[config.mk]
export PLATFORM = sky130hd
export DESIGN_NAME = seg_addr_gen
export DESIGN_NICKNAME = d
export VERILOG_FILES = /design/src/rtl/seg_addr_pkg.sv /design/src/rtl/sag_offset_unit.sv /design/src/rtl/sag_seg_unit.sv /design/src/rtl/sag_phys_adder.sv /design/src/rtl/seg_addr_gen.sv
export SDC_FILE = /design/constraint.sdc
export NUM_CORES = 1
export LEC_CHECK = 0
export BUFFER_PORTS_ARGS = -buffer_cell sky130_fd_sc_hd__buf_2
export CAP_MARGIN = 20
export CORE_UTILIZATION = 55
export CTS_BUF_LIST = sky130_fd_sc_hd__clkbuf_2 sky130_fd_sc_hd__clkbuf_4 sky130_fd_sc_hd__clkbuf_8
export CTS_CLUSTER_SIZE = 8
export DETAILED_ROUTE_END_ITERATION = 7
export GPL_TIMING_DRIVEN = 0
export PLACE_DENSITY_LB_ADDON = 0.15
export SYNTH_ARGS = -nofsm -noshare
export SYNTH_HDL_FRONTEND = slang
export SYNTH_SLANG_ARGS = --single-unit
[constraint.sdc]
create_clock -name clk -period 11.7 [get_ports clk]
set_input_delay 2.34 -clock clk [delete_from_list [all_inputs] [get_ports clk]]
set_output_delay 2.34 -clock clk [all_outputs]
set_load 0.05 [all_outputs]
[src/rtl/seg_addr_pkg.sv]
package seg_addr_pkg;
    timeunit 1ns;
    timeprecision 1ps;

    typedef enum logic [1:0] {
        SEG_ES = 2'd0,
        SEG_CS = 2'd1,
        SEG_SS = 2'd2,
        SEG_DS = 2'd3
    } seg_e;

    typedef enum logic [3:0] {
        MD_FETCH     = 4'd0,
        MD_STACK     = 4'd1,
        MD_STRDST    = 4'd2,
        MD_DIRECT    = 4'd3,
        MD_REG_BASE  = 4'd4,
        MD_REG_IDX   = 4'd5,
        MD_BASE_DISP = 4'd6,
        MD_IDX_DISP  = 4'd7,
        MD_BIDX_DISP = 4'd8
    } mode_e;

    localparam int unsigned NUM_SEGS   = 4;
    localparam logic [3:0]  MODE_LAST  = 4'd8;
    localparam logic [3:0]  DATA_FIRST = 4'd3;
endpackage

[src/rtl/sag_offset_unit.sv]
module sag_offset_unit
    import seg_addr_pkg::*;
#(
    parameter int unsigned OFF_W         = 16,
    parameter int unsigned DISP_NARROW_W = 8
) (
    input  logic [3:0]       mode_i,
    input  logic             base_sel_i,
    input  logic             idx_sel_i,
    input  logic             disp_wide_i,
    input  logic [OFF_W-1:0] disp_i,
    input  logic [OFF_W-1:0] ip_i,
    input  logic [OFF_W-1:0] sp_i,
    input  logic [OFF_W-1:0] bx_i,
    input  logic [OFF_W-1:0] bp_i,
    input  logic [OFF_W-1:0] si_i,
    input  logic [OFF_W-1:0] di_i,
    output logic [OFF_W-1:0] offset_o,
    output seg_e             dflt_seg_o,
    output logic             legal_o,
    output logic             data_mode_o
);
    timeunit 1ns;
    timeprecision 1ps;

    logic [OFF_W-1:0] narrow_ext;
    logic [OFF_W-1:0] disp_ext;
    logic [OFF_W-1:0] base_val;
    logic [OFF_W-1:0] idx_val;
    seg_e             base_seg;

    // Short displacement: replicate its sign bit up to the offset width.
    if (DISP_NARROW_W < OFF_W) begin : g_sext
        assign narrow_ext = {{(OFF_W-DISP_NARROW_W){disp_i[DISP_NARROW_W-1]}},
                             disp_i[DISP_NARROW_W-1:0]};
    end else begin : g_nosext
        assign narrow_ext = disp_i;
    end

    assign disp_ext = disp_wide_i ? disp_i : narrow_ext;
    assign base_val = base_sel_i ? bp_i : bx_i;
    assign idx_val  = idx_sel_i  ? di_i : si_i;
    assign base_seg = base_sel_i ? SEG_SS : SEG_DS;

    always_comb begin
        offset_o    = '0;
        dflt_seg_o  = SEG_DS;
        legal_o     = 1'b1;
        data_mode_o = 1'b1;
        case (mode_e'(mode_i))
            MD_FETCH: begin
                offset_o    = ip_i;
                dflt_seg_o  = SEG_CS;
                data_mode_o = 1'b0;
            end
            MD_STACK: begin
                offset_o    = sp_i;
                dflt_seg_o  = SEG_SS;
                data_mode_o = 1'b0;
            end
            MD_STRDST: begin
                offset_o    = di_i;
                dflt_seg_o  = SEG_ES;
                data_mode_o = 1'b0;
            end
            MD_DIRECT: begin
                offset_o = disp_i;
            end
            MD_REG_BASE: begin
                offset_o   = base_val;
                dflt_seg_o = base_seg;
            end
            MD_REG_IDX: begin
                offset_o = idx_val;
            end
            MD_BASE_DISP: begin
                offset_o   = base_val + disp_ext;
                dflt_seg_o = base_seg;
            end
            MD_IDX_DISP: begin
                offset_o = idx_val + disp_ext;
            end
            MD_BIDX_DISP: begin
                offset_o   = base_val + idx_val + disp_ext;
                dflt_seg_o = base_seg;
            end
            default: begin
                legal_o     = 1'b0;
                data_mode_o = 1'b0;
            end
        endcase
    end
endmodule

[src/rtl/sag_seg_unit.sv]
module sag_seg_unit
    import seg_addr_pkg::*;
#(
    parameter int unsigned SEG_W = 16
) (
    input  logic [NUM_SEGS-1:0][SEG_W-1:0] seg_bank_i,
    input  seg_e                           dflt_seg_i,
    input  logic                           data_mode_i,
    input  logic                           ovr_en_i,
    input  logic [1:0]                     ovr_seg_i,
    output seg_e                           seg_sel_o,
    output logic [SEG_W-1:0]               seg_val_o
);
    timeunit 1ns;
    timeprecision 1ps;

    // The override only reaches data operands; fetch, stack and string destination keep their segment.
    assign seg_sel_o = (data_mode_i && ovr_en_i) ? seg_e'(ovr_seg_i) : dflt_seg_i;
    assign seg_val_o = seg_bank_i[seg_sel_o];
endmodule

[src/rtl/sag_phys_adder.sv]
module sag_phys_adder #(
    parameter int unsigned SEG_W   = 16,
    parameter int unsigned OFF_W   = 16,
    parameter int unsigned SHIFT_W = 4,
    localparam int unsigned ADDR_W = SEG_W + SHIFT_W
) (
    input  logic [SEG_W-1:0]  seg_val_i,
    input  logic [OFF_W-1:0]  offset_i,
    output logic [ADDR_W-1:0] paddr_o
);
    timeunit 1ns;
    timeprecision 1ps;

    logic [ADDR_W-1:0] seg_shift;
    logic [ADDR_W-1:0] off_ext;

    assign seg_shift = {seg_val_i, {SHIFT_W{1'b0}}};

    if (ADDR_W > OFF_W) begin : g_zext
        assign off_ext = {{(ADDR_W-OFF_W){1'b0}}, offset_i};
    end else begin : g_trunc
        assign off_ext = offset_i[ADDR_W-1:0];
    end

    // The carry out of the top bit is dropped, so the address wraps at the address width.
    assign paddr_o = seg_shift + off_ext;
endmodule

[src/rtl/seg_addr_gen.sv]
module seg_addr_gen
    import seg_addr_pkg::*;
#(
    parameter int unsigned SEG_W         = 16,
    parameter int unsigned OFF_W         = 16,
    parameter int unsigned SHIFT_W       = 4,
    parameter int unsigned DISP_NARROW_W = 8,
    localparam int unsigned ADDR_W       = SEG_W + SHIFT_W
) (
    input  logic              clk,
    input  logic              rst_n,
    input  logic              req_i,
    input  logic [3:0]        mode_i,
    input  logic              base_sel_i,
    input  logic              idx_sel_i,
    input  logic              disp_wide_i,
    input  logic [OFF_W-1:0]  disp_i,
    input  logic              ovr_en_i,
    input  logic [1:0]        ovr_seg_i,
    input  logic [SEG_W-1:0]  cs_i,
    input  logic [SEG_W-1:0]  ds_i,
    input  logic [SEG_W-1:0]  ss_i,
    input  logic [SEG_W-1:0]  es_i,
    input  logic [OFF_W-1:0]  ip_i,
    input  logic [OFF_W-1:0]  sp_i,
    input  logic [OFF_W-1:0]  bx_i,
    input  logic [OFF_W-1:0]  bp_i,
    input  logic [OFF_W-1:0]  si_i,
    input  logic [OFF_W-1:0]  di_i,
    output logic              valid_o,
    output logic [ADDR_W-1:0] paddr_o,
    output logic [1:0]        seg_o
);
    timeunit 1ns;
    timeprecision 1ps;

    typedef struct packed {
        logic              vld;
        logic [ADDR_W-1:0] addr;
        seg_e              seg;
    } out_t;

    out_t out_d, out_q;

    logic [OFF_W-1:0]                offset;
    seg_e                            dflt_seg;
    logic                            legal;
    logic                            data_mode;
    seg_e                            seg_sel;
    logic [SEG_W-1:0]                seg_val;
    logic [ADDR_W-1:0]               paddr_c;
    logic [NUM_SEGS-1:0][SEG_W-1:0]  seg_bank;

    assign seg_bank[SEG_ES] = es_i;
    assign seg_bank[SEG_CS] = cs_i;
    assign seg_bank[SEG_SS] = ss_i;
    assign seg_bank[SEG_DS] = ds_i;

    sag_offset_unit #(
        .OFF_W         (OFF_W),
        .DISP_NARROW_W (DISP_NARROW_W)
    ) u_offset (
        .mode_i      (mode_i),
        .base_sel_i  (base_sel_i),
        .idx_sel_i   (idx_sel_i),
        .disp_wide_i (disp_wide_i),
        .disp_i      (disp_i),
        .ip_i        (ip_i),
        .sp_i        (sp_i),
        .bx_i        (bx_i),
        .bp_i        (bp_i),
        .si_i        (si_i),
        .di_i        (di_i),
        .offset_o    (offset),
        .dflt_seg_o  (dflt_seg),
        .legal_o     (legal),
        .data_mode_o (data_mode)
    );

    sag_seg_unit #(
        .SEG_W (SEG_W)
    ) u_seg (
        .seg_bank_i  (seg_bank),
        .dflt_seg_i  (dflt_seg),
        .data_mode_i (data_mode),
        .ovr_en_i    (ovr_en_i),
        .ovr_seg_i   (ovr_seg_i),
        .seg_sel_o   (seg_sel),
        .seg_val_o   (seg_val)
    );

    sag_phys_adder #(
        .SEG_W   (SEG_W),
        .OFF_W   (OFF_W),
        .SHIFT_W (SHIFT_W)
    ) u_add (
        .seg_val_i (seg_val),
        .offset_i  (offset),
        .paddr_o   (paddr_c)
    );

    always_comb begin
        out_d     = out_q;
        out_d.vld = 1'b0;
        if (req_i && legal) begin
            out_d.vld  = 1'b1;
            out_d.addr = paddr_c;
            out_d.seg  = seg_sel;
        end
    end

    always_ff @(posedge clk) begin
        if (!rst_n) begin
            out_q <= '{vld: 1'b0, addr: '0, seg: SEG_ES};
        end else begin
            out_q <= out_d;
        end
    end

    assign valid_o = out_q.vld;
    assign paddr_o = out_q.addr;
    assign seg_o   = out_q.seg;

    // valid follows a legal request by exactly one cycle
    p_valid_timing_r10: assert property (@(posedge clk) disable iff (!rst_n)
        $past(rst_n) |-> (valid_o == $past(req_i && (mode_i <= MODE_LAST))));

    // results hold when nothing is accepted
    p_hold_r10: assert property (@(posedge clk) disable iff (!rst_n)
        ($past(rst_n) && !valid_o) |-> ($stable(paddr_o) && $stable(seg_o)));

    // fetch always reports the code segment, whatever the override says
    p_fetch_cs_r2: assert property (@(posedge clk) disable iff (!rst_n)
        $past(rst_n && req_i && (mode_i == MD_FETCH)) |-> (seg_o == SEG_CS));

    // the low nibble of a fetch address comes straight from the instruction pointer
    p_fetch_nibble_r1: assert property (@(posedge clk) disable iff (!rst_n)
        $past(rst_n && req_i && (mode_i == MD_FETCH))
            |-> (paddr_o[SHIFT_W-1:0] == $past(ip_i[SHIFT_W-1:0])));

    // stack requests use the stack segment
    p_stack_ss_r3: assert property (@(posedge clk) disable iff (!rst_n)
        $past(rst_n && req_i && (mode_i == MD_STACK)) |-> (seg_o == SEG_SS));

    // string destination uses the extra segment
    p_strdst_es_r4: assert property (@(posedge clk) disable iff (!rst_n)
        $past(rst_n && req_i && (mode_i == MD_STRDST)) |-> (seg_o == SEG_ES));

    // modes built on the stack base pointer default to the stack segment
    p_bp_ss_r6: assert property (@(posedge clk) disable iff (!rst_n)
        $past(rst_n && req_i && !ovr_en_i && base_sel_i &&
              ((mode_i == MD_REG_BASE) || (mode_i == MD_BASE_DISP) || (mode_i == MD_BIDX_DISP)))
            |-> (seg_o == SEG_SS));

    // an override on a data operand selects the named segment
    p_override_r9: assert property (@(posedge clk) disable iff (!rst_n)
        $past(rst_n && req_i && ovr_en_i && (mode_i >= DATA_FIRST) && (mode_i <= MODE_LAST))
            |-> (seg_o == $past(ovr_seg_i)));
endmodule

==> summary.txt, run 1 <==
CTS
  – Resize count post-CTS: 0
  – Cts hold-fix bufs: 0
  – Worst-skew pair later-pin latency: 0.26 ns
  – Post-CTS Setup Bufs: 0
  – H-tree levels: 1
  – CTS sink count: 23
  – Clock Pin Slew Worst Setup and Hold Paths: 0.07 ns
  – Clock buffer depth: 2
  – CTS tree: yes
  – CTS buffer count: 3
  – Clock root cell: clkbuf_8

Global routing
  – Total track usage: 37.88%
  – Vias in the first global route: 5919
  – First-pass GRT wire length: 28690 um
  – Largest net degree at the start of global routing: 13
  – Initial antenna violation count: 0
  – Grt ovf: 0

Timing
  – Worst-Margin Slew: 0.9341 ns
  – Final setup margin: 3.367 ns
  – Setup repair after global routing missed its margin: false
  – FMAX: 0.1200 GHz
  – Slew HR: 37.73%
  – Setup-failing EPs final: 0
  – Post-Route Skew: 0 ns
  – Slew Limit Fails: 0
  – Final hold viol count: 0
  – TNS Setup: 0 ns
  – Clock period minus worst slack: 8.333 ns
  – Final Cycle Share: 71.22%

Yosys
  – Unique masters post-synth: 64
  – Sequential-to-total area share from yosys stat: 9.256%
  – Adder-Cell Fraction of Synth Area: 17.56%
  – Synth Cell Area: 4975 um2
  – Ys async rst share: 0%
  – Mean Syn Cell Area: 7.761 um2
  – Simple-Gate Fraction of Synth Area: 17.51%
  – Most frequent cells after synthesis: nand2_1 (68), a21oi_1 (54), ha_1 (41), mux2_2 (41)
  – Synth area leaders: ha_1 (10%), mux2_2 (9.3%), dfxtp_1 (9.3%)
  – Ys flop type: dfxtp_1
  – Largest family of logic cells by synthesized area: compound AO/OA/AOI/OAI gates
  – Compound-gate portion of the synthesized area: 27.29%
  – Mux cell area share after synthesis: 17.38%
  – Synth Net Count: 889
  – Yosys top cell area share: 10.31%
  – Most frequent cell after synthesis: nand2_1
  – Synth Register Bits: 23
  – YS warnings: 0
  – Number of synthesized flops with an enable pin: 0
  – Syn Inst Count: 641
  – Synth area leader: ha_1
  – Post-Synth XOR/XNOR Area: 6.162%

Critical path
  – CP most frequent cell: a21oi_1
  – Startpoint types: input port
  – CP max stage delay: 0.64 ns
  – Highest fanout seen on the critical path: 10
  – Slowest CP cell: buf_1
  – CP delay by family, top: compound AO/OA/AOI/OAI gates
  – WP data required: 11.88 ns
  – WP data arrival: 8.52 ns
  – Crit end category: register
  – WP buf/inv: 2
  – Critical path class: in -> reg
  – Worst-path cell chain: clkbuf_1 -> buf_1 -> mux2_2 -> fa_1 -> ha_1 -> fa_1 -> a21oi_1 -> o211ai_1 -> o21a_1 -> a211oi_1 -> a21oi_1 -> nor2_1 -> xnor2_1 -> o221ai_1 -> ha_1 -> a21oi_1 -> o31ai_1 -> nand3_1 -> xor2_1 -> a211oi_1

Routing
  – Vias: 6046
  – 1st-pass router iterations: 5
  – Final routed DRC violation total: 0
  – Number of DRC markers in iteration 0: 411
  – Drt wl/cell: 19.03 um
  – Routed WL: 18250 um
  – Drt via density: 6.304
  – Detail Route Antenna Nets: 0

Cells and area
  – Layout Nets: 1100
  – Final Cell Area: 6190 um2
  – Layout cell share with drive strength beyond 1: 31.49%
  – Antenna cells: 0
  – Synth-to-Final Area Change: 24.42%
  – Finished Core Util: 70.98%

Floorplanning
  – Starting density of the core: 57.04%
  – Die Y: 97.11 um
  – Core Area: 8721 um2
  – Die area: 9429 um2
  – I/O Pins: 212
  – Num rows: 34
  – Chip width: 97.11 um

Power and ir drop
  – Static leakage: 0.002964 uW
  – Worst VDD drop: 0.00004858 V
  – Power Density: 96.23 nW/um2
  – Tot Pwr: 595.6 uW

Job
  – Maxcap violations: 0

Worst hold path
  – HP Class: reg -> reg

Placed design
  – Gp weighted congestion: 0.9890
  – Placed Area: 6141 um2
  – Post-detail-place hpwl: 14780 um
  – Setup Slack @ Placement: 3.232 ns
  – I/O Buffers: 206

Outcome
  – Status: complete, no violations
## worst min-delay path: stages (launching register included)
cell	delay (ns)
dfxtp_1	0.31
nand2_1	0.05
a21oi_1	0.05
## report_power, final
| group | switching [uW] | internal, uW |
|---|---|---|
| Combinational | 269 | 185 |
| Sequential | 4.39 | 87.4 |
| Clock | 23.5 | 26.6 |
| Total | 297 | 299 |
## cell usage in the layout (no fill, tap or decap), types with 4 or more instances in the layout
cell type | synthesis | final
a31oi_1 | 6 | 6
a21oi_1 | 54 | 54
o21a_1 | 4 | 4
fa_1 | 18 | 18
o221ai_1 | 4 | 4
nor2_1 | 39 | 39
and2_1 | 8 | 8
nand2b_1 | 7 | 7
ha_1 | 41 | 41
nand3_1 | 18 | 18
nor2b_1 | 19 | 19
xnor2_1 | 24 | 24
a211oi_1 | 20 | 20
buf_2 | 4 | 210
o211ai_1 | 4 | 4
dfxtp_1 | 23 | 23
mux2i_1 | 38 | 38
a221oi_1 | 9 | 9
a221o_1 | 6 | 6
inv_1 | 21 | 21
nor3_1 | 11 | 11
a22oi_1 | 19 | 19
a21o_1 | 4 | 4
clkbuf_1 | 22 | 22
xor2_1 | 11 | 11
mux2_2 | 41 | 41
nand2_1 | 68 | 68
o21ai_0 | 39 | 39
## metrics by stage
step	hold slack, ns	instances
2_1_floorplan	0.6710	641
3_3_place_gp	0.4349	955
3_5_place_dp	0.4418	955
4_1_cts	0.4520	959
5_1_grt	0.4703	959
6_report	0.4505	959
## layer usage
metal | vias to the layer above | GRT usage, % | wire (um)
met5 | - | 0 | 0
met2 | 343 | 66.47 | 8691
met1 | 2814 | 46.00 | 7002
met4 | 0 | 19.40 | 1115
li1 | 2799 | - | -
met3 | 90 | 3.381 | 1437
## logic make-up (layout without fill, tap and decap cells)
| kind of cell | after synthesis | count (layout) |
|---|---|---|
| multiplexers | 80 | 80 |
| AO/OA/AOI/OAI | 202 | 202 |
| flip-flops | 23 | 23 |
| AND/OR/NAND/NOR | 187 | 187 |
| adder cells (fa/ha/maj) | 59 | 59 |
| buffers and inverters | 55 | 265 |
| XOR/XNOR | 35 | 35 |
## area by class of cell
cell class              count  area (um2)
plain buffers              33       158.9
inverters                  22       82.58
flip-flops and latches     23       460.4
fillers                   733        2531
clock buffers               4       48.80
repair buffers            206        1031
multi-input cells         563        4273
well taps                 108       135.1
## state kept, by name, indices dropped and copies added, names as in the netlist
register,count
seg_o,2
valid_o,1
paddr_o,20
## final timing paths
check,from,to,slack (ns),cells past startpoint
max,idx_sel_i,paddr_o[18],3.37,20
min,paddr_o[14],paddr_o[14],0.45,2
max reg2reg,paddr_o[19],paddr_o[19],10.74,2
min reg2reg,paddr_o[14],paddr_o[14],0.45,2
(Power assumes the default switching activity.)
==> run 2, diff against run 1 <==
CORE_UTILIZATION = 46   (was 55)
clock period = 7.3 ns   (was 11.7 ns; I/O delays follow)
==> run 2 against run 1 <==
- sequential power rose by 60%
- non-clock buffer count fell by 1
- cell count rose by 2.8%
- first-iteration DRC count rose by 0.24%
- global-route usage fell by 4.9 points
- total power rose by 61%
- utilization fell by 11 points
- highest routed layer unchanged
==> summary.txt, run 2 (synthesis results as in run 1) <==
Cells and area
  – Commonest non-fill, non-tap cell in the layout: buf_2
  – Layout Nets: 1099
  – Antenna cells: 0
  – Layout cell share with drive strength beyond 1: 32.24%
  – Finished Core Util: 60.07%
  – Most frequent cells in the layout: buf_2 (210), nand2_1 (68), a21oi_1 (54)
  – FF+latch area: 460.4 um2
  – Synth-to-Final Area Change: 25.78%
  – FILL cells: 1004
  – Largest register FFs: 20
  – Multi-input logic area: 4300 um2

CTS
  – CTS sink count: 23
  – H-tree levels: 1
  – Clock Pin Slew Worst Setup and Hold Paths: 0.08 ns
  – CTS tree: yes
  – Clock buffer depth: 2
  – Worst-skew pair later-pin latency: 0.27 ns
  – CTS buffer count: 3
  – Clock root cell: clkbuf_8

Floorplanning
  – I/O Pins: 212
  – Starting density of the core: 47.76%
  – Core Area: 10420 um2
  – Die Y: 106.0 um
  – Chip width: 106.0 um
  – Die area: 11230 um2
  – Num rows: 37

Placed design
  – Gp weighted congestion: 0.9383
  – I/O Buffers: 206
  – Post-detail-place hpwl: 15440 um

Critical path
  – WP data required: 7.45 ns
  – WP data arrival: 7.05 ns
  – CP delay by family, top: compound AO/OA/AOI/OAI gates
  – Crit end category: register
  – Critical path class: in -> reg
  – Slowest CP cell: clkbuf_1
  – Startpoint types: input port
  – CP max stage delay: 0.58 ns
  – WP buf/inv: 3
  – Reg-to-reg slack, setup: 6.37 ns
  – Worst-path cell chain: buf_2 -> nor2b_1 -> nand3_1 -> clkbuf_1 -> clkbuf_1 -> mux2i_1 -> fa_1 -> a211oi_1 -> o21ai_0 -> a21oi_1 -> o21ai_0 -> xor2_1 -> a221o_1 -> ha_1 -> o41ai_2 -> o21ai_0 -> o211ai_2 -> nor3_1 -> or3b_1
  – Highest fanout seen on the critical path: 10
  – CP most frequent cell: o21ai_0

Timing
  – FMAX: 0.1450 GHz
  – Final Cycle Share: 94.50%
  – Slew Limit Fails: 0
  – Post-Route Skew: 0 ns
  – Worst-Margin Slew: 0.8197 ns
  – Setup-failing EPs final: 0
  – Clock period minus worst slack: 6.899 ns
  – Final hold viol count: 0
  – Slew HR: 45.36%

Routing
  – Routed WL: 18760 um
  – Drt wl/cell: 19.02 um
  – Top routing layer used: met4
  – Met3 WL post-DR: 1301 um
  – Detail Route Antenna Nets: 0
  – Drt via density: 5.941
  – Metal-1 WL: 7617 um
  – Final routed DRC violation total: 0
  – 1st-pass router iterations: 5
  – Metal2 WL: 9233 um
  – Vias: 5858
  – Number of DRC markers in iteration 0: 412

Power and ir drop
  – Switching share of power: 49.82%
  – Clock share of power: 8.6%
  – Sequential Power Share: 15.3%
  – Static leakage: 0.002982 uW
  – Net Sw Power: 479.1 uW
  – Worst VDD drop: 0.0001315 V
  – Tot Pwr: 961.8 uW
  – Combinational share of power: 76.1%
  – Int Pwr: 482.7 uW
  – Power Density: 153.7 nW/um2

Outcome
  – Status: complete, no violations

Global routing
  – Vias in the first global route: 5828
  – Grt ovf: 0
  – Total track usage: 33.02%
  – First-pass GRT wire length: 29040 um
  – Initial antenna violation count: 0
  – Largest net degree at the start of global routing: 13

Job
  – Maxcap violations: 0

Worst hold path
  – HP Class: reg -> reg
[run 2: power groups by stage]
stage / clock network [uW] / logic, uW / registers (uW)
floorplan: 0 / 460 / 200
global placement: 0 / 696 / 150
detailed placement: 0 / 714 / 150
CTS: 83.7 / 718 / 147
global route: 87.3 / 802 / 149
finish: 82.8 / 732 / 147
[run 2: path summary, 6_finish.rpt]
kind / end / cells past startpoint / start
max: paddr_o[19] / 19 / mode_i[2]
min reg2reg: paddr_o[14] / 2 / paddr_o[14]
max reg2reg: paddr_o[19] / 2 / paddr_o[19]
min: paddr_o[14] / 2 / paddr_o[14]
[run 2: tightest hold or removal path, cell delays in order, from the launching register on]
cell	delay, ns
dfxtp_1	0.31
nand2_1	0.05
a21oi_1	0.05
[run 2: layout make-up]
| class | instances | area share, % |
|---|---|---|
| timing repair buffer | 206 | 16.48 |
| multi-input combinational | 563 | 68.73 |
| sequential | 23 | 7.359 |
| buffer | 32 | 2.619 |
| tap | 136 | 2.719 |
| clock buffer | 4 | 0.7798 |
| inverter | 22 | 1.320 |
[run 2: per-layer routing]
metal	GRT usage, %	vias up
met5	0	-
met1	39.54	2758
met3	4.782	42
met2	58.36	250
met4	14.48	0
li1	-	2808
[run 2: timing repair]
action | 4_1_cts | 5_1_grt
hold buffers | 0 | 0
gates resized for setup | 2 | 6
endpoints found under the setup margin | 3 | 6
setup buffers | 0 | 0
[run 2: per-stage QoR]
stage | setup WS (ns) | area (um2) | instances | setup TNS, ns | hold slack (ns)
final | 0.4014 | 6257 | 986 | 0 | 0.4500
after floorplan | 0.9516 | 4975 | 641 | 0 | 0.6710
after detailed placement | -0.4012 | 6176 | 983 | -1.503 | 0.4444
after global routing | -0.002991 | 6257 | 986 | -0.002991 | 0.4725
after global placement | -0.3242 | 6176 | 983 | -1.023 | 0.4373
after CTS | 0.05795 | 6232 | 987 | 0 | 0.4547
==> run 3, diff against run 2 <==
CORE_ASPECT_RATIO = 1.4   (was default)
==> run 3 against run 2 <==
- critical path depth is 1 higher
- worst hold slack better by 0.0055 ns
- flip-flop and latch count is the same
- critical path type unchanged
- sequential share of layout area is essentially flat
- highest routed layer unchanged
- die area barely moved
- largest power group unchanged
==> summary.txt, run 3 (synthesis results as in run 1) <==
Critical path
  – Worst Reg-to-Reg Cells: 2
  – WP data required: 7.49 ns
  – Crit path to: paddr_o[18]
  – Startpoint types: input port
  – CP startpoint: base_sel_i
  – R2r endpoint: paddr_o[19]
  – Crit end category: register
  – Worst r2r src: paddr_o[19]
  – Highest fanout seen on the critical path: 10
  – Critical path class: in -> reg
  – Reg-to-reg slack, setup: 6.36 ns
  – WP data arrival: 7.17 ns

Routing
  – Drt wl/cell: 19.70 um
  – Number of DRC markers in iteration 0: 299
  – Detail Route Antenna Nets: 0
  – Final routed DRC violation total: 0
  – Routed WL: 19460 um
  – 1st-pass router iterations: 5
  – Drt via density: 5.982
  – Vias: 5910

CTS
  – CTS tree: yes
  – H-tree levels: 1
  – Cts hold-fix bufs: 0
  – Worst-skew pair later-pin latency: 0.27 ns
  – Clock Pin Slew Worst Setup and Hold Paths: 0.08 ns
  – Post-CTS Setup Bufs: 0
  – CTS sink count: 23
  – CTS buffer count: 3
  – Clock root cell: clkbuf_8
  – Clock buffer depth: 2

Timing
  – Final Cycle Share: 95.60%
  – Slew Limit Fails: 0
  – Final setup margin: 0.3210 ns
  – TNS Setup: 0 ns
  – Worst-Margin Slew: 0.8625 ns
  – Setup-failing EPs final: 0
  – FMAX: 0.1433 GHz
  – Worst Hold Slack: 0.4555 ns
  – Setup repair after global routing missed its margin: false
  – Slew HR: 42.50%
  – Post-Route Skew: 0 ns
  – Final hold viol count: 0
  – Clock period minus worst slack: 6.979 ns

Job
  – Maxcap violations: 0

Placed design
  – I/O Buffers: 206
  – Post-detail-place hpwl: 15970 um
  – Setup Slack @ Placement: -0.3857 ns
  – Gp weighted congestion: 0.9823
  – Placed Cells: 985

Cells and area
  – Commonest non-fill, non-tap cell in the layout: buf_2
  – Most frequent cells in the layout: buf_2 (211), nand2_1 (68), a21oi_1 (54)
  – Layout Nets: 1099
  – Antenna cells: 0
  – Largest register FFs: 20
  – Synth-to-Final Area Change: 25.53%
  – Finished Core Util: 59.70%
  – Layout cell share with drive strength beyond 1: 32.00%
  – Fin cells: 988

Outcome
  – Status: complete, no violations

Global routing
  – Largest net degree at the start of global routing: 13
  – Vias in the first global route: 5966
  – First-pass GRT wire length: 29840 um
  – Grt ovf: 0
  – Initial antenna violation count: 0
  – Total track usage: 33.56%

Floorplanning
  – Num rows: 44
  – Chip width: 89.89 um
  – Core Area: 10460 um2
  – Die Y: 125.0 um
  – Starting density of the core: 47.56%
  – I/O Pins: 212
  – Die area: 11240 um2

Power and ir drop
  – Power Density: 153.1 nW/um2
  – Worst VDD drop: 0.00007303 V
  – Static leakage: 0.002973 uW

Worst hold path
  – HP Class: reg -> reg
[run 3: changes by cell type in the layout (fill, tap and decap cells not counted)]
cell,before,now
a211oi_1,19,20
a211oi_2,1,0
buf_2,210,211
clkbuf_1,20,21
clkbuf_2,1,0
clkdlybuf4s15_2,1,0
nand3_1,18,17
nand3_2,0,1
o41ai_1,0,1
o41ai_2,2,1
[run 3: worst min path at each step]
stage | startpoint | end | slack (ns) | cells past startpoint
final | paddr_o[10] | paddr_o[10] | 0.46 | 2
after global routing | paddr_o[14] | paddr_o[14] | 0.48 | 2
after CTS | paddr_o[10] | paddr_o[10] | 0.45 | 2
after detailed placement | paddr_o[10] | paddr_o[10] | 0.44 | 2
after global placement | paddr_o[14] | paddr_o[14] | 0.44 | 2
after floorplan | paddr_o[13] | paddr_o[13] | 0.67 | 2
[run 3: where the power goes]
group          switching (uW)  total (uW)  internal [uW]
logic                     426         725            299
registers                6.68         147            140
clock network            41.3        84.1           42.7
[run 3: stage by stage]
| step | instance area, um2 | power, uW |
|---|---|---|
| 4_1_cts | 6228 | 941.5 |
| 2_1_floorplan | 4975 | 660.4 |
| 3_3_place_gp | 6178 | 845.9 |
| 6_report | 6245 | 955.8 |
| 5_1_grt | 6245 | 1025 |
| 3_5_place_dp | 6178 | 858.6 |
[run 3: repair_timing]
item,CTS,global route
setup endpoints to repair,1,4
cloned,0,0
resized for setup,1,3
[run 3: metal layers]
layer | up-vias | routed length, um | GRT usage [%]
met5 | - | 0 | 0
met4 | 0 | 1060 | 18.60
met1 | 2803 | 7285 | 35.87
li1 | 2805 | - | -
met3 | 67 | 887 | 3.102
met2 | 235 | 10230 | 64.03
[run 3: cell type report]
type | instances | area (um2)
clock buffers | 4 | 48.80
fillers | 1054 | 4215
plain buffers | 32 | 156.4
well taps | 138 | 172.7
flip-flops and latches | 23 | 460.4
repair buffers | 206 | 1031
inverters | 22 | 82.58
multi-input cells | 563 | 4293
[run 3: worst max-delay path, cell delays in order]
cell and delay, ns:
buf_6 0.15, clkbuf_1 0.67, mux2_2 0.45, fa_1 0.40, ha_1 0.29, fa_1 0.48, a21oi_1 0.22, o211ai_1 0.20
o21a_1 0.25, a211oi_1 0.41, a21oi_1 0.13, nor2_1 0.14, xnor2_1 0.14, o221ai_1 0.17, ha_1 0.36, a21oi_1 0.09
o31ai_1 0.58, nand3_1 0.16, xor2_1 0.20, a211oi_1 0.22
